[config.mk]
export PLATFORM = sky130hd
export DESIGN_NAME = gpio_irq_ctrl
export DESIGN_NICKNAME = d
export VERILOG_FILES = /design/src/rtl/gpio_irq_pkg.sv /design/src/rtl/gpio_irq_cfg.sv /design/src/rtl/gpio_irq_pin.sv /design/src/rtl/gpio_irq_rdmux.sv /design/src/rtl/gpio_irq_ctrl.sv
export SDC_FILE = /design/constraint.sdc
export NUM_CORES = 1
export LEC_CHECK = 0
export BUFFER_PORTS_ARGS = -buffer_cell sky130_fd_sc_hd__buf_4
export CAP_MARGIN = 10
export CORE_UTILIZATION = 40
export DETAILED_ROUTE_END_ITERATION = 6
export PLACE_DENSITY_LB_ADDON = 0.3
export REMOVE_ABC_BUFFERS = 1
export SYNTH_ARGS = -nofsm -noshare
export SYNTH_HDL_FRONTEND = slang
export SYNTH_SLANG_ARGS = --single-unit
export TNS_END_PERCENT = 50
[constraint.sdc]
create_clock -name clk_i -period 5.5 [get_ports clk_i]
set_input_delay 0.275 -clock clk_i [delete_from_list [all_inputs] [get_ports clk_i]]
set_output_delay 0.275 -clock clk_i [all_outputs]
set_load 0.01 [all_outputs]
[src/rtl/gpio_irq_pkg.sv]
package gpio_irq_pkg;
  localparam int DATA_W = 32;
  localparam int ADDR_W = 4;
  localparam logic [DATA_W-1:0] VERSION_ID = 32'h0100_0C2B;

  typedef enum logic [ADDR_W-1:0] {
    REG_EN   = 4'd0,
    REG_MASK = 4'd1,
    REG_TYPE = 4'd2,
    REG_POL  = 4'd3,
    REG_BOTH = 4'd4,
    REG_EOI  = 4'd5,
    REG_RAW  = 4'd6,
    REG_STAT = 4'd7,
    REG_VER  = 4'd8
  } reg_e;
endpackage

[src/rtl/gpio_irq_cfg.sv]
module gpio_irq_cfg
  import gpio_irq_pkg::*;
#(
  parameter int NUM_PINS = 32
) (
  input  logic                clk_i,
  input  logic                rst_ni,
  input  logic                req_i,
  input  logic                we_i,
  input  logic [ADDR_W-1:0]   addr_i,
  input  logic [DATA_W-1:0]   wdata_i,
  output logic [NUM_PINS-1:0] en_o,
  output logic [NUM_PINS-1:0] mask_o,
  output logic [NUM_PINS-1:0] type_o,
  output logic [NUM_PINS-1:0] pol_o,
  output logic [NUM_PINS-1:0] both_o,
  output logic [NUM_PINS-1:0] eoi_o
);
  logic                wr;
  logic [NUM_PINS-1:0] wval;

  assign wr   = req_i && we_i;
  assign wval = wdata_i[NUM_PINS-1:0];

  always_ff @(posedge clk_i or negedge rst_ni) begin
    if (!rst_ni) begin
      en_o   <= '1;
      mask_o <= '1;
      type_o <= '0;
      pol_o  <= '0;
      both_o <= '0;
    end else if (wr) begin
      case (addr_i)
        REG_EN:   en_o   <= wval;
        REG_MASK: mask_o <= wval;
        REG_TYPE: type_o <= wval;
        REG_POL:  pol_o  <= wval;
        REG_BOTH: both_o <= wval;
        default: ;
      endcase
    end
  end

  // acknowledge is a single-cycle pulse, write-one-to-clear
  assign eoi_o = (wr && addr_i == REG_EOI) ? wval : '0;

  assert_reset_mask_R1: assert property (@(posedge clk_i)
    $rose(rst_ni) |-> (&mask_o) && (&en_o));
endmodule

[src/rtl/gpio_irq_pin.sv]
module gpio_irq_pin (
  input  logic clk_i,
  input  logic rst_ni,
  input  logic pin_i,
  input  logic en_i,
  input  logic type_i,
  input  logic pol_i,
  input  logic both_i,
  input  logic clr_i,
  output logic raw_o
);
  logic pin_q, pend_q;
  logic rise, fall, edge_hit, level_hit;

  assign rise = pin_i & ~pin_q;
  assign fall = ~pin_i & pin_q;

  always_comb begin
    if (both_i) edge_hit = rise | fall;
    else        edge_hit = pol_i ? rise : fall;
    edge_hit  = edge_hit & en_i & type_i;
    level_hit = en_i & ~type_i & (pol_i ? pin_i : ~pin_i);
  end

  always_ff @(posedge clk_i or negedge rst_ni) begin
    if (!rst_ni) begin
      pin_q  <= 1'b0;
      pend_q <= 1'b0;
    end else begin
      pin_q  <= pin_i;
      // new edge wins over a simultaneous acknowledge
      pend_q <= (pend_q & ~clr_i) | edge_hit;
    end
  end

  assign raw_o = pend_q | level_hit;

  assert_ack_race_R8: assert property (@(posedge clk_i) disable iff (!rst_ni)
    edge_hit && clr_i |=> pend_q);
  assert_eoi_zero_R7: assert property (@(posedge clk_i) disable iff (!rst_ni)
    pend_q && !clr_i |=> pend_q);
  assert_eoi_clear_R7: assert property (@(posedge clk_i) disable iff (!rst_ni)
    pend_q && clr_i && !edge_hit |=> !pend_q);
  assert_disabled_R5: assert property (@(posedge clk_i) disable iff (!rst_ni)
    !pend_q && !en_i |=> !pend_q);
endmodule

[src/rtl/gpio_irq_rdmux.sv]
module gpio_irq_rdmux
  import gpio_irq_pkg::*;
#(
  parameter int NUM_PINS = 32
) (
  input  logic                clk_i,
  input  logic                rst_ni,
  input  logic                req_i,
  input  logic                we_i,
  input  logic [ADDR_W-1:0]   addr_i,
  input  logic [NUM_PINS-1:0] en_i,
  input  logic [NUM_PINS-1:0] mask_i,
  input  logic [NUM_PINS-1:0] type_i,
  input  logic [NUM_PINS-1:0] pol_i,
  input  logic [NUM_PINS-1:0] both_i,
  input  logic [NUM_PINS-1:0] raw_i,
  input  logic [NUM_PINS-1:0] stat_i,
  output logic [DATA_W-1:0]   rdata_o
);
  logic [DATA_W-1:0] rd_d;

  always_comb begin
    rd_d = '0;
    case (addr_i)
      REG_EN:   rd_d = DATA_W'(en_i);
      REG_MASK: rd_d = DATA_W'(mask_i);
      REG_TYPE: rd_d = DATA_W'(type_i);
      REG_POL:  rd_d = DATA_W'(pol_i);
      REG_BOTH: rd_d = DATA_W'(both_i);
      REG_RAW:  rd_d = DATA_W'(raw_i);
      REG_STAT: rd_d = DATA_W'(stat_i);
      REG_VER:  rd_d = VERSION_ID;
      default:  rd_d = '0;
    endcase
  end

  always_ff @(posedge clk_i or negedge rst_ni) begin
    if (!rst_ni)                rdata_o <= '0;
    else if (req_i && !we_i)    rdata_o <= rd_d;
  end

  assert_version_R10: assert property (@(posedge clk_i) disable iff (!rst_ni)
    req_i && !we_i && addr_i == REG_VER |=> rdata_o == VERSION_ID);
  assert_eoi_reads_zero_R11: assert property (@(posedge clk_i) disable iff (!rst_ni)
    req_i && !we_i && addr_i == REG_EOI |=> rdata_o == '0);
endmodule

[src/rtl/gpio_irq_ctrl.sv]
module gpio_irq_ctrl
  import gpio_irq_pkg::*;
#(
  parameter int NUM_PINS = 32
) (
  input  logic                clk_i,
  input  logic                rst_ni,
  input  logic [NUM_PINS-1:0] pins_i,
  input  logic                req_i,
  input  logic                we_i,
  input  logic [ADDR_W-1:0]   addr_i,
  input  logic [DATA_W-1:0]   wdata_i,
  output logic [DATA_W-1:0]   rdata_o,
  output logic                irq_o
);
  logic [NUM_PINS-1:0] en, mask, typ, pol, both, eoi, raw, stat;

  gpio_irq_cfg #(.NUM_PINS(NUM_PINS)) u_cfg (
    .clk_i, .rst_ni, .req_i, .we_i, .addr_i, .wdata_i,
    .en_o(en), .mask_o(mask), .type_o(typ), .pol_o(pol),
    .both_o(both), .eoi_o(eoi)
  );

  for (genvar i = 0; i < NUM_PINS; i++) begin : g_pin
    gpio_irq_pin u_pin (
      .clk_i, .rst_ni,
      .pin_i (pins_i[i]),
      .en_i  (en[i]),
      .type_i(typ[i]),
      .pol_i (pol[i]),
      .both_i(both[i]),
      .clr_i (eoi[i]),
      .raw_o (raw[i])
    );
  end

  assign stat = raw & ~mask;

  always_ff @(posedge clk_i or negedge rst_ni) begin
    if (!rst_ni) irq_o <= 1'b0;
    else         irq_o <= |stat;
  end

  gpio_irq_rdmux #(.NUM_PINS(NUM_PINS)) u_rd (
    .clk_i, .rst_ni, .req_i, .we_i, .addr_i,
    .en_i(en), .mask_i(mask), .type_i(typ), .pol_i(pol), .both_i(both),
    .raw_i(raw), .stat_i(stat), .rdata_o
  );

  assert_mask_all_R6: assert property (@(posedge clk_i) disable iff (!rst_ni)
    (&mask) |=> !irq_o);
  assert_irq_follows_R9: assert property (@(posedge clk_i) disable iff (!rst_ni)
    (|(raw & ~mask)) |=> irq_o);
endmodule

# Yosys cells after proc, flatten, opt, wreduce, memory -nomap -nowiden
# Cells that the tools add are included.
# classes
n_eq_ne,8
n_mux,98
bitwise,450
n_reduce_logical,11
# ops
cell,count
32-bit one-hot mux with 8 select lines,1
1-bit bitwise AND,224
1-bit inverter,128
1-bit two-way mux,96
1-bit bitwise OR,96
32-bit bitwise AND,1
32-bit two-way mux,1
32-bit inverter,1
32-bit OR reduction,1
4-bit by 3-bit equality test with 1-bit output (second input constant),4
2-bit AND reduction,5
4-bit by 2-bit equality test with 1-bit output (second input constant),2
4-bit by 1-bit equality test with 1-bit output (second input constant),1
4-bit equality test (second input constant),1
4-bit logical NOT,1
1-bit logical AND,3
1-bit logical NOT,1
# word_totals
register_bits,257
input_bits,72
out_inout_bits,33
wordCells,638

# Depth between registers and ports, before layout
# Gate-level depths: netlist (run 1).
# depth
word_depth,7
depth_mapped,8
mapped_depth_nobuf,6

# Modules after synthesis
# From an unflattened synthesis (run 1), not the netlist that was laid out.
# hier_totals
cells_unflattened,1207
area_unflattened_um2,14281.2
# by_module_without_submodules
mod,n_inst,cells_per_inst,area_per_inst_um2,seq_area_each_um2
gpio_irq_cfg,1,383,6411.1,4083.9
gpio_irq_pin,32,14,135.1,50.0
gpio_irq_rdmux,1,332,3129.3,800.8
gpio_irq_ctrl,1,44,416.6,25.0

# Worst setup path after synthesis (run 1)
# Ideal clock, no wire load.
# synth_path
path_kind,register -> register
startpoint,register u_cfg.mask_o[17]
endpoint,register irq_o
setup_time_ns,0.131
arrival_time_ns,1.774
required_ns,5.369
slack_ns,3.595
stages_incl_launch_ff,6
n_path_buf,0
synth_period_minus_slack_ns,1.905
path_cell_list,dfstp_2 -> inv_1 -> a2111o_1 -> a2111oi_2 -> o2111ai_1 -> or3_1
# synth_via
elab_chain_len,3
# synth_rtl
item,line,rtl
start: declaration,gpio_irq_cfg.sv:13,"output logic [NUM_PINS-1:0] mask_o,"
start signal: assignment,gpio_irq_cfg.sv:35,REG_MASK: mask_o <= wval;
32-bit inverter,gpio_irq_ctrl.sv:37,assign stat = raw & ~mask;
32-bit bitwise AND,gpio_irq_ctrl.sv:37,
32-bit OR reduction,gpio_irq_ctrl.sv:41,else irq_o <= |stat;
end signal: assignment,gpio_irq_ctrl.sv:41,
end: declaration,gpio_irq_ctrl.sv:14,output logic irq_o
# No other way between the ends.
# A chain may end at the register's enable or synchronous reset.

# Worst setup path in the final report (run 1)
# layout_path
startpoint,register u_cfg.pol_o[2]
endpoint,register irq_o
# layout_via
elab_chain_len,5
# layout_rtl
item,line,rtl
start: declaration,gpio_irq_cfg.sv:15,"output logic [NUM_PINS-1:0] pol_o,"
start signal: assignment,gpio_irq_cfg.sv:37,REG_POL: pol_o <= wval;
1-bit two-way mux,gpio_irq_pin.sv:22,level_hit = en_i & ~type_i & (pol_i ? pin_i : ~pin_i);
1-bit bitwise AND,gpio_irq_pin.sv:22,
1-bit bitwise OR,gpio_irq_pin.sv:36,assign raw_o = pend_q | level_hit;
32-bit bitwise AND,gpio_irq_ctrl.sv:37,
32-bit OR reduction,gpio_irq_ctrl.sv:41,
# No other way between the ends.

==> results of run 1 <==
## metal layers
layer  track usage  routed length, um  vias up
met2         0.363              17600      369
met5             0                  0        -
met4        0.0653                941        0
met1         0.302              16100     5030
met3        0.0257               2080       64
li1              -                  -     4542
## state kept, by name (all words and copies together) (netlist names)
| signal | flops |
|---|---|
| g_pin.u_pin.pin_q | 32 |
| u_cfg.mask_o | 32 |
| u_cfg.both_o | 32 |
| u_cfg.pol_o | 32 |
| u_cfg.type_o | 32 |
| g_pin.u_pin.pend_q | 32 |
| u_cfg.en_o | 32 |
| irq_o | 1 |
| u_rd.rdata_o | 32 |
## through the flow
step	power [mW]	instance area [sq um]	utilization	setup slack [ns]
after global placement	3.83	14600	0.446	2.74
after floorplan	3.39	13000	-	2.39
after global routing	6.07	16000	0.490	3.00
after CTS	5.83	16000	0.490	3.09
after detailed placement	3.87	14600	0.446	2.71
final	5.79	16000	0.490	3.08
## cell usage in the layout, fill, tap and decap left out, types with 3 or more instances in the layout
cell type	count
a22oi_1	39
nand2b_2	3
clkbuf_8	9
clkinv_2	7
nand3_1	25
o22ai_1	33
nor3b_1	31
nor3_4	3
clkbuf_1	5
a2111o_1	3
a21oi_1	32
dfrtp_1	193
nand2_1	44
o2111ai_1	3
nand4_1	9
a222oi_1	25
buf_4	116
nor4_4	5
ha_1	64
nor2b_1	42
mux2_1	5
dfstp_2	64
a211oi_1	32
mux2_2	145
dlygate4sd3_1	49
o21ai_0	18
inv_1	80
a32o_1	32
nor4b_1	24
nand2b_1	9
a2111oi_0	5
xor2_1	31
nor4_1	4
nor2_1	32
clkbuf_16	29
a22o_1	34
## final cells by class
| class | instances | area (sq um) |
|---|---|---|
| flip-flops and latches | 257 | 6510 |
| fillers | 2954 | 16600 |
| clock buffers | 43 | 868 |
| clock inverters | 10 | 80.1 |
| well taps | 442 | 553 |
| repair buffers | 167 | 1400 |
| multi-input cells | 746 | 6290 |
| inverters | 80 | 300 |
## cells by family after synthesis
group                    after synthesis
AO/OA/AOI/OAI                        261
flip-flops                           257
AND/OR/NAND/NOR                      239
multiplexers                         150
buffers and inverters                132
adder cells (fa/ha/maj)               64
XOR/XNOR                              32
## power breakdown
part           total, mW  internal, mW  switching, mW
Clock               1.91          1.13          0.783
Combinational       1.10         0.593          0.508
Sequential          2.77          2.36          0.417
## worst min-delay path, delay by kind of cell
family	cells	cell delay [ns]
AND/OR/NAND/NOR	1	0.05
AO/OA/AOI/OAI	1	0.07
buffers and inverters	1	0.14
## final timing paths
kind,to,startpoint,cells after the start
setup / recovery,irq_o$_DFF_PN0_,u_cfg.pol_o[2]$_DFFE_PN0P_,5
hold / removal,u_cfg.mask_o[4]$_DFFE_PN1P_,wdata_i[4],3
setup reg to reg,irq_o$_DFF_PN0_,u_cfg.pol_o[2]$_DFFE_PN0P_,5
hold reg to reg,g_pin[0].u_pin.pend_q$_DFF_PN0_,g_pin[0].u_pin.pend_q$_DFF_PN0_,1
max in group asynchronous,g_pin[11].u_pin.pin_q$_DFF_PN0_,rst_ni,3
min in group asynchronous,u_cfg.pol_o[12]$_DFFE_PN0P_,rst_ni,2
## what timing repair did
action,CTS,global route
buffers inserted,0,0
endpoints found under the hold margin,161,0
hold buffers,49,0
==> results.py, run 1 <==
metrics = {
    "timing": {
        "worstMarginPinSlew_ns": 1.20,
        "setup_violations": 0,
        "rsz0062_at_grt": "false",
        "hold_viol": 0,
        "skew_ns": 0.00639,
        "max_freq_mhz": 414,
        "timing.hold.ws_ns": 0.00380,
        "drv_slew": 0,
        "fin_crit_ns": 2.42,
        "period_share": 0.439,
        "tns_ns": 0,
        "slew_headroom": 0.195,
    },
    "flow_run": {
        "maxCapViolations": 0,
    },
    "yosys": {
        "yosysTopAreaCell": "dfrtp_1",
        "synth_fa_ha_area_frac": 0.0603,
        "ys_seq_area_frac": 0.490,
        "ys.warnings.count": 0,
        "synth_xor_area_frac": 0.0211,
        "synth_edf_count": 0,
        "synthMuxAreaShare": 0.127,
        "ys_types": 45,
        "synth-simple-area-share": 0.109,
        "synth_top_family_by_area": "compound AO/OA/AOI/OAI gates",
        "synth_cells": 1135,
        "synth_top_area_frac": 0.364,
        "synthFlopType": "dfrtp_1",
        "synthTopCellsByArea": "dfrtp_1 (36%), dfstp_2 (13%), mux2_2 (12%)",
        "synth.most_common_cell": "dfrtp_1",
        "async_flop_share": 1.00,
        "syn_area_sq_um": 13300,
        "ys_top_cells_by_count": "dfrtp_1 (193), mux2_2 (145), inv_1 (80), dfstp_2 (64), ha_1 (64)",
        "syn_avg_cell_area_sq_um": 11.7,
        "synth_seq_cells": 257,
        "synth_compound_area_frac": 0.151,
    },
    "drt": {
        "drtAntennaViolNets": 0,
        "avgRoutedWirePerCell_um": 21.1,
        "drc_errors": 0,
        "vias": 10005,
        "drtIter0Drc": 835,
        "wirelength_mm": 36.7,
        "dr.pass1.iters": 7,
        "via_per_inst": 5.73,
    },
    "min_path": {
        "holdCritPathClass": "in -> reg",
    },
    "clocking": {
        "htreeDepth": 1,
        "root_buffer": "clkbuf_16",
        "path_clk_slew_ns": 0.06,
        "cts_max_path_buffers": 3,
        "numCtsBuffers": 29,
        "cts_resized": 0,
        "clk_latency_ns": 0.54,
        "cts.sinks": 257,
        "cts_tree": "built",
    },
    "critical_path": {
        "worstPathRequired_ns": 5.91,
        "cp_top_family": "compound AO/OA/AOI/OAI gates",
        "end_kind": "register",
        "crit_fanout": 5,
        "rrSetupSlack_ns": 3.08,
        "critical_path_class": "reg -> reg",
        "crit_chain": "xor2_1 > nor4b_1 > a2111oi_0 > nand4_1 > or3_1",
        "max_stage_delay_ns": 0.81,
        "crit_buf_inv": 0,
        "slowest_stage": "a2111oi_0",
        "worst_setup_path_start_kind": "register",
        "crit_arrival_ns": 2.82,
    },
    "grt": {
        "grt_overflow": 0,
        "grt_max_degree": 138,
        "grt_pass1_vias": 9851,
        "track_usage": 0.220,
        "grt_pass1_wl_mm": 57.4,
        "antenna_found_initial": 0,
    },
    "pwr": {
        "peakVddDrop_uv": 300,
        "powerDensity_nw_per_um2": 362,
        "p_leak_nw": 7.07,
    },
    "floorplan": {
        "die_h_um": 184,
        "ios": 105,
        "start_util": 0.407,
        "fp.dieW_um": 184,
        "num_rows": 66,
        "dieArea_sq_um": 33900,
        "design.core.area_sq_um": 32600,
    },
    "placed_design": {
        "hpwl_mm": 22.3,
        "port_buffers": 104,
        "dp.cells": 1643,
        "gp_congestion": 0.813,
    },
    "finish": {
        "drive_gt1_frac": 0.302,
        "final_cells": 1745,
        "area_growth_pct": 20.5,
        "diodes": 0,
        "final_net_count": 1417,
    },
    "outcome": {
        "status": "completed",
    },
}
(Power assumes the default switching activity.)
==> run 2, diff against run 1 <==
==> constraint.sdc (replaced) <==
create_clock -name clk_i -period 2 [get_ports clk_i]
set_input_delay 0.1 -clock clk_i [delete_from_list [all_inputs] [get_ports clk_i]]
set_output_delay 0.1 -clock clk_i [all_outputs]
set_load 0.01 [all_outputs]
==> run 2 against run 1 <==
- critical path depth up 2
- clock power rose to 3.0 times the previous value
- die area is the same
- wire length grew 3.0%
==> results.py, run 2 (same netlist as run 1, synthesis figures left out) <==
metrics = {
    "floorplan": {
        "die_h_um": 184,
        "dieArea_sq_um": 33900,
        "num_rows": 66,
        "ios": 105,
        "start_util": 0.407,
        "design.core.area_sq_um": 32600,
        "fp.dieW_um": 184,
    },
    "critical_path": {
        "worstPathRequired_ns": 2.43,
        "critical_path_class": "reg -> reg",
        "crit_fanout": 2,
        "end_kind": "register",
        "r2r_cells": 7,
        "crit_arrival_ns": 2.40,
        "slowest_stage": "dfrtp_1",
        "worst_setup_path_start_kind": "register",
        "crit_chain": "xor2_1 > nor4b_1 > buf_4 > a2111oi_1 > buf_4 > nand4_1 > or3_1",
        "max_stage_delay_ns": 0.39,
        "crit_top_cell": "buf_4",
    },
    "timing": {
        "tns_ns": 0,
        "fin_crit_ns": 1.98,
        "max_freq_mhz": 506,
        "timing.hold.ws_ns": 0.119,
        "slew_headroom": 0.152,
        "drv_slew": 0,
        "hold_viol": 0,
        "worstMarginPinSlew_ns": 1.27,
        "skew_ns": 0.0141,
        "setup_violations": 0,
        "period_share": 0.989,
        "rsz0062_at_grt": "true",
    },
    "clocking": {
        "path_clk_slew_ns": 0.06,
        "cts.sinks": 257,
        "htreeDepth": 1,
        "cts_tree": "built",
        "numCtsBuffers": 29,
        "root_buffer": "clkbuf_16",
        "clk_latency_ns": 0.55,
        "cts_max_path_buffers": 3,
    },
    "placed_design": {
        "gp_congestion": 0.850,
        "hpwl_mm": 24.0,
        "port_buffers": 104,
    },
    "grt": {
        "grt_max_degree": 72,
        "grt_pass1_vias": 10512,
        "grt_pass1_wl_mm": 60.1,
        "antenna_found_initial": 0,
        "grt_overflow": 0,
        "track_usage": 0.228,
    },
    "finish": {
        "multiInputGateArea_sq_um": 6330,
        "n_fill_cell": 2878,
        "final_common_cell": "dfrtp_1",
        "area_growth_pct": 26.9,
        "diodes": 0,
        "drive_gt1_frac": 0.325,
        "final_net_count": 1485,
        "final_cell_mix": "dfrtp_1 (193), buf_4 (153), mux2_2 (145), inv_1 (79), dlygate4sd3_1 (65)",
        "ff_latch_area_sq_um": 6510,
    },
    "min_path": {
        "holdCritPathClass": "in -> async",
    },
    "flow_run": {
        "maxCapViolations": 0,
    },
    "pwr": {
        "peakVddDrop_uv": 680,
        "p_leak_nw": 7.48,
        "powerDensity_nw_per_um2": 990,
        "finalPower_mw": 16.7,
    },
    "drt": {
        "drtAntennaViolNets": 0,
        "wirelength_mm": 37.8,
        "drtIter0Drc": 1013,
        "dr.pass1.iters": 7,
        "via_per_inst": 5.74,
        "avgRoutedWirePerCell_um": 20.9,
        "vias": 10409,
        "drc_errors": 0,
    },
    "outcome": {
        "status": "completed",
    },
}
[run 2: path summary, 6_finish.rpt]
check	startpoint	to	slack, ns
min reg2reg	g_pin[0].u_pin.pend_q$_DFF_PN0_	g_pin[0].u_pin.pend_q$_DFF_PN0_	0.50
max reg2reg	u_cfg.pol_o[2]$_DFFE_PN0P_	irq_o$_DFF_PN0_	0.02
max in group asynchronous	rst_ni	u_cfg.mask_o[13]$_DFFE_PN1P_	1.12
min	rst_ni	g_pin[28].u_pin.pin_q$_DFF_PN0_	0.12
min in group clk_i	req_i	u_rd.rdata_o[24]$_DFFE_PN0P_	0.21
max	u_cfg.pol_o[2]$_DFFE_PN0P_	irq_o$_DFF_PN0_	0.02
[run 2: layout make-up]
cell class                 instances  area share
clock inverter                     9      0.0103
inverter                          80      0.0178
multi-input combinational        746       0.376
clock buffer                      44      0.0500
sequential                       257       0.387
tap                              442      0.0328
timing repair buffer             235       0.127
[run 2: routing by layer]
layer	track usage	wire length (um)	share of wire
met4	0.0730	1150	0.030
met1	0.308	16600	0.44
met2	0.379	18000	0.48
met5	0	0	0
met3	0.0290	2070	0.055
[run 2: critical path, delay by kind of cell (launching register included)]
family,cells,cell delay (ns)
DFF,1,0.39
AOI/OAI and AO/OA,1,0.36
buffers and inverters,2,0.32
and+or+nand+nor,3,0.58
xor gates and xnor gates,1,0.19
[run 2: report_power, final]
part	leakage (nW)	total, mW	internal, mW	switching [mW]
sequential	3.11	7.59	6.48	1.11
clock	0.498	5.66	3.53	2.13
combinational	3.88	3.43	1.89	1.53
[run 2: what timing repair did]
item                                   4_1_cts  5_1_grt
cloned                                       0        0
buffers inserted                             0        3
pin swaps                                    3        5
setup endpoints to repair                    1        1
hold buffers                                65        0
gates resized for setup                      6        3
endpoints found under the hold margin      299        0
[run 2: metrics by stage]
stage	setup WS, ns	cells	util	instance area [sq um]
CTS	0.00270	1810	0.515	16800
finish	0.0229	1813	0.516	16800
detailed placement	-0.138	1692	0.463	15100
floorplan	-0.931	1083	-	13000
global route	-0.0376	1813	0.516	16800
global placement	-0.149	1692	0.463	15100
==> run 3, diff against run 2 <==
--- a/config.mk
+++ b/config.mk
@@ -5,9 +5,10 @@
 export SDC_FILE = /design/constraint.sdc
 export NUM_CORES = 1
 export LEC_CHECK = 0
+export ABC_AREA = 1
 export BUFFER_PORTS_ARGS = -buffer_cell sky130_fd_sc_hd__buf_4
 export CAP_MARGIN = 10
-export CORE_UTILIZATION = 40
+export CORE_UTILIZATION = 45
 export DETAILED_ROUTE_END_ITERATION = 6
 export PLACE_DENSITY_LB_ADDON = 0.3
 export REMOVE_ABC_BUFFERS = 1
==> run 3 against run 2 <==
- the run now ends with design-rule violations left
- register-to-register slack better by 0.48 ns
- power is 2.4% lower
- utilization is 4.6 points higher
- sequential power is 4.9% lower
==> results.py, run 3 <==
metrics = {
    "critical_path": {
        "crit_fanout": 5,
        "end_kind": "register",
        "cp_top_family": "simple AND/OR/NAND/NOR gates",
        "crit_arrival_ns": 1.93,
        "worst_setup_path_start_kind": "register",
        "worstPathRequired_ns": 2.43,
        "critical_path_class": "reg -> reg",
        "crit_chain": "inv_1 > nand2_1 > nand3_1 > nand2_1 > nand2_1 > nand2_1 > nor2_1 > nand2_1 > nor2_1 > nand2_1",
        "crit_buf_inv": 1,
        "slowest_stage": "dfrtp_1",
        "max_stage_delay_ns": 0.43,
        "crit_top_cell": "nand2_1",
    },
    "clocking": {
        "cts_max_path_buffers": 3,
        "cts_tree": "built",
        "clk_latency_ns": 0.56,
        "root_buffer": "clkbuf_16",
        "numCtsBuffers": 29,
        "cts_resized": 0,
        "cts.sinks": 257,
        "htreeDepth": 1,
        "path_clk_slew_ns": 0.06,
    },
    "yosys": {
        "syn_area_sq_um": 13700,
        "yosysTopAreaCell": "dfrtp_1",
        "synth_edf_count": 0,
        "ys_top_cells_by_count": "nand2_1 (604), inv_1 (276), o21ai_0 (213), dfrtp_1 (193), nand3_1 (162)",
        "synth_cells": 1822,
        "synth.most_common_cell": "nand2_1",
        "synth_seq_cells": 257,
        "synthFlopType": "dfrtp_1",
        "synthTopCellsByArea": "dfrtp_1 (35%), nand2_1 (17%), dfstp_2 (12%)",
        "syn_avg_cell_area_sq_um": 7.49,
        "ys_seq_area_frac": 0.477,
        "synth_top_area_frac": 0.354,
        "ys_types": 22,
        "async_flop_share": 1.00,
        "ys.warnings.count": 0,
    },
    "placed_design": {
        "gp_congestion": 0.822,
        "hpwl_mm": 23.7,
        "port_buffers": 104,
        "placed_area_sq_um": 15100,
        "pre_cts_slack_ns": 0.392,
    },
    "finish": {
        "final_cell_mix": "nand2_1 (604), inv_1 (276), o21ai_0 (213), dfrtp_1 (193), nand3_1 (161)",
        "fin_area_sq_um": 16700,
        "area_growth_pct": 22.4,
        "final_common_cell": "nand2_1",
        "diodes": 0,
        "utilization": 0.562,
        "n_fill_cell": 2772,
        "final_net_count": 2130,
        "drive_gt1_frac": 0.130,
    },
    "pwr": {
        "powerDensity_nw_per_um2": 974,
        "peakVddDrop_uv": 786,
        "p_leak_nw": 8.41,
    },
    "floorplan": {
        "design.core.area_sq_um": 29700,
        "start_util": 0.459,
        "num_rows": 63,
        "die_h_um": 176,
        "fp.dieW_um": 176,
        "ios": 105,
        "dieArea_sq_um": 31000,
    },
    "drt": {
        "avgRoutedWirePerCell_um": 15.5,
        "vias": 12326,
        "drtIter0Drc": 1020,
        "via_per_inst": 5.12,
        "wirelength_mm": 37.3,
        "dr.pass1.iters": 7,
        "drtAntennaViolNets": 0,
        "drc_errors": 3,
    },
    "grt": {
        "track_usage": 0.246,
        "grt_max_degree": 79,
        "grt_overflow": 0,
        "grt_pass1_wl_mm": 60.7,
        "grt_pass1_vias": 11988,
        "antenna_found_initial": 0,
    },
    "min_path": {
        "holdCritPathClass": "in -> async",
    },
    "timing": {
        "setup_violations": 0,
        "tns_ns": 0,
        "drv_slew": 0,
        "rsz0062_at_grt": "false",
        "timing.hold.ws_ns": 0.0491,
        "max_freq_mhz": 670,
        "slew_headroom": 0.651,
        "skew_ns": 0.0216,
        "period_share": 0.747,
        "hold_viol": 0,
        "setup_ws_ns": 0.506,
        "worstMarginPinSlew_ns": 0.524,
        "fin_crit_ns": 1.49,
    },
    "outcome": {
        "failed_checks": "design-rule violations",
        "status": "finished with violations",
    },
    "flow_run": {
        "maxCapViolations": 0,
    },
}
run 3: logic make-up after synthesis:
group | share of synthesized area
DFF | 0.477
AOI/OAI and AO/OA | 0.116
adders and majority gates | 0.0587
buffers and inverters | 0.0937
and+or+nand+nor | 0.255
run 3: layout make-up:
type                       instances  area (sq um)  share of cell area
clock buffer                      45           876              0.0524
sequential                       257          6510               0.390
inverter                         281          1050              0.0631
tap                              390           488              0.0292
multi-input combinational       1229          5870               0.351
clock inverter                     9           131             0.00786
timing repair buffer             196          1780               0.106
run 3: worst register-to-register path, cell delays in order (launching register included):
cell and delay, ns:
dfrtp_1 0.43, inv_1 0.09, nand2_1 0.05, nand3_1 0.08, nand2_1 0.08, nand2_1 0.11
nand2_1 0.11, nor2_1 0.18, nand2_1 0.07, nor2_1 0.11, nand2_1 0.05
run 3: what timing repair did:
action                     4_1_cts  5_1_grt
setup buffers                    0        0
setup endpoints to repair        0        0
hold buffers                    65        0
hold endpoints to repair       423        0
run 3: metal layers:
layer	track usage	wire length [um]
met5	0	0
met4	0.0801	1040
met3	0.0269	1820
met2	0.412	17600
met1	0.333	16800
run 3: per-stage QoR:
step,std cells,total power [mW]
5_1_grt,2407,17.3
4_1_cts,2407,16.4
3_3_place_gp,2288,10.5
2_1_floorplan,1767,9.32
6_report,2407,16.3
3_5_place_dp,2288,10.7
run 3: power by group:
group          leakage, nW  switching [mW]  internal [mW]
combinational         4.79            2.13           1.36
sequential            3.13           0.803           6.42
clock                0.486            2.18           3.39
run 3: final timing paths:
kind                                                  start                           end  slack (ns)  cells past startpoint
worst max register to register   u_cfg.pol_o[9]$_DFFE_PN0P_               irq_o$_DFF_PN0_        0.51                     10
worst min register to register  u_cfg.mask_o[3]$_DFFE_PN1P_   u_cfg.mask_o[3]$_DFFE_PN1P_        0.48                      2
worst min-delay path                                 rst_ni  u_rd.rdata_o[29]$_DFFE_PN0P_        0.05                      2
min in group clk_i                                     we_i   u_rd.rdata_o[3]$_DFFE_PN0P_        0.10                      5
max in group asynchronous                            rst_ni    u_cfg.en_o[13]$_DFFE_PN1P_        1.11                      3
worst max-delay path             u_cfg.pol_o[9]$_DFFE_PN0P_               irq_o$_DFF_PN0_        0.51                     10
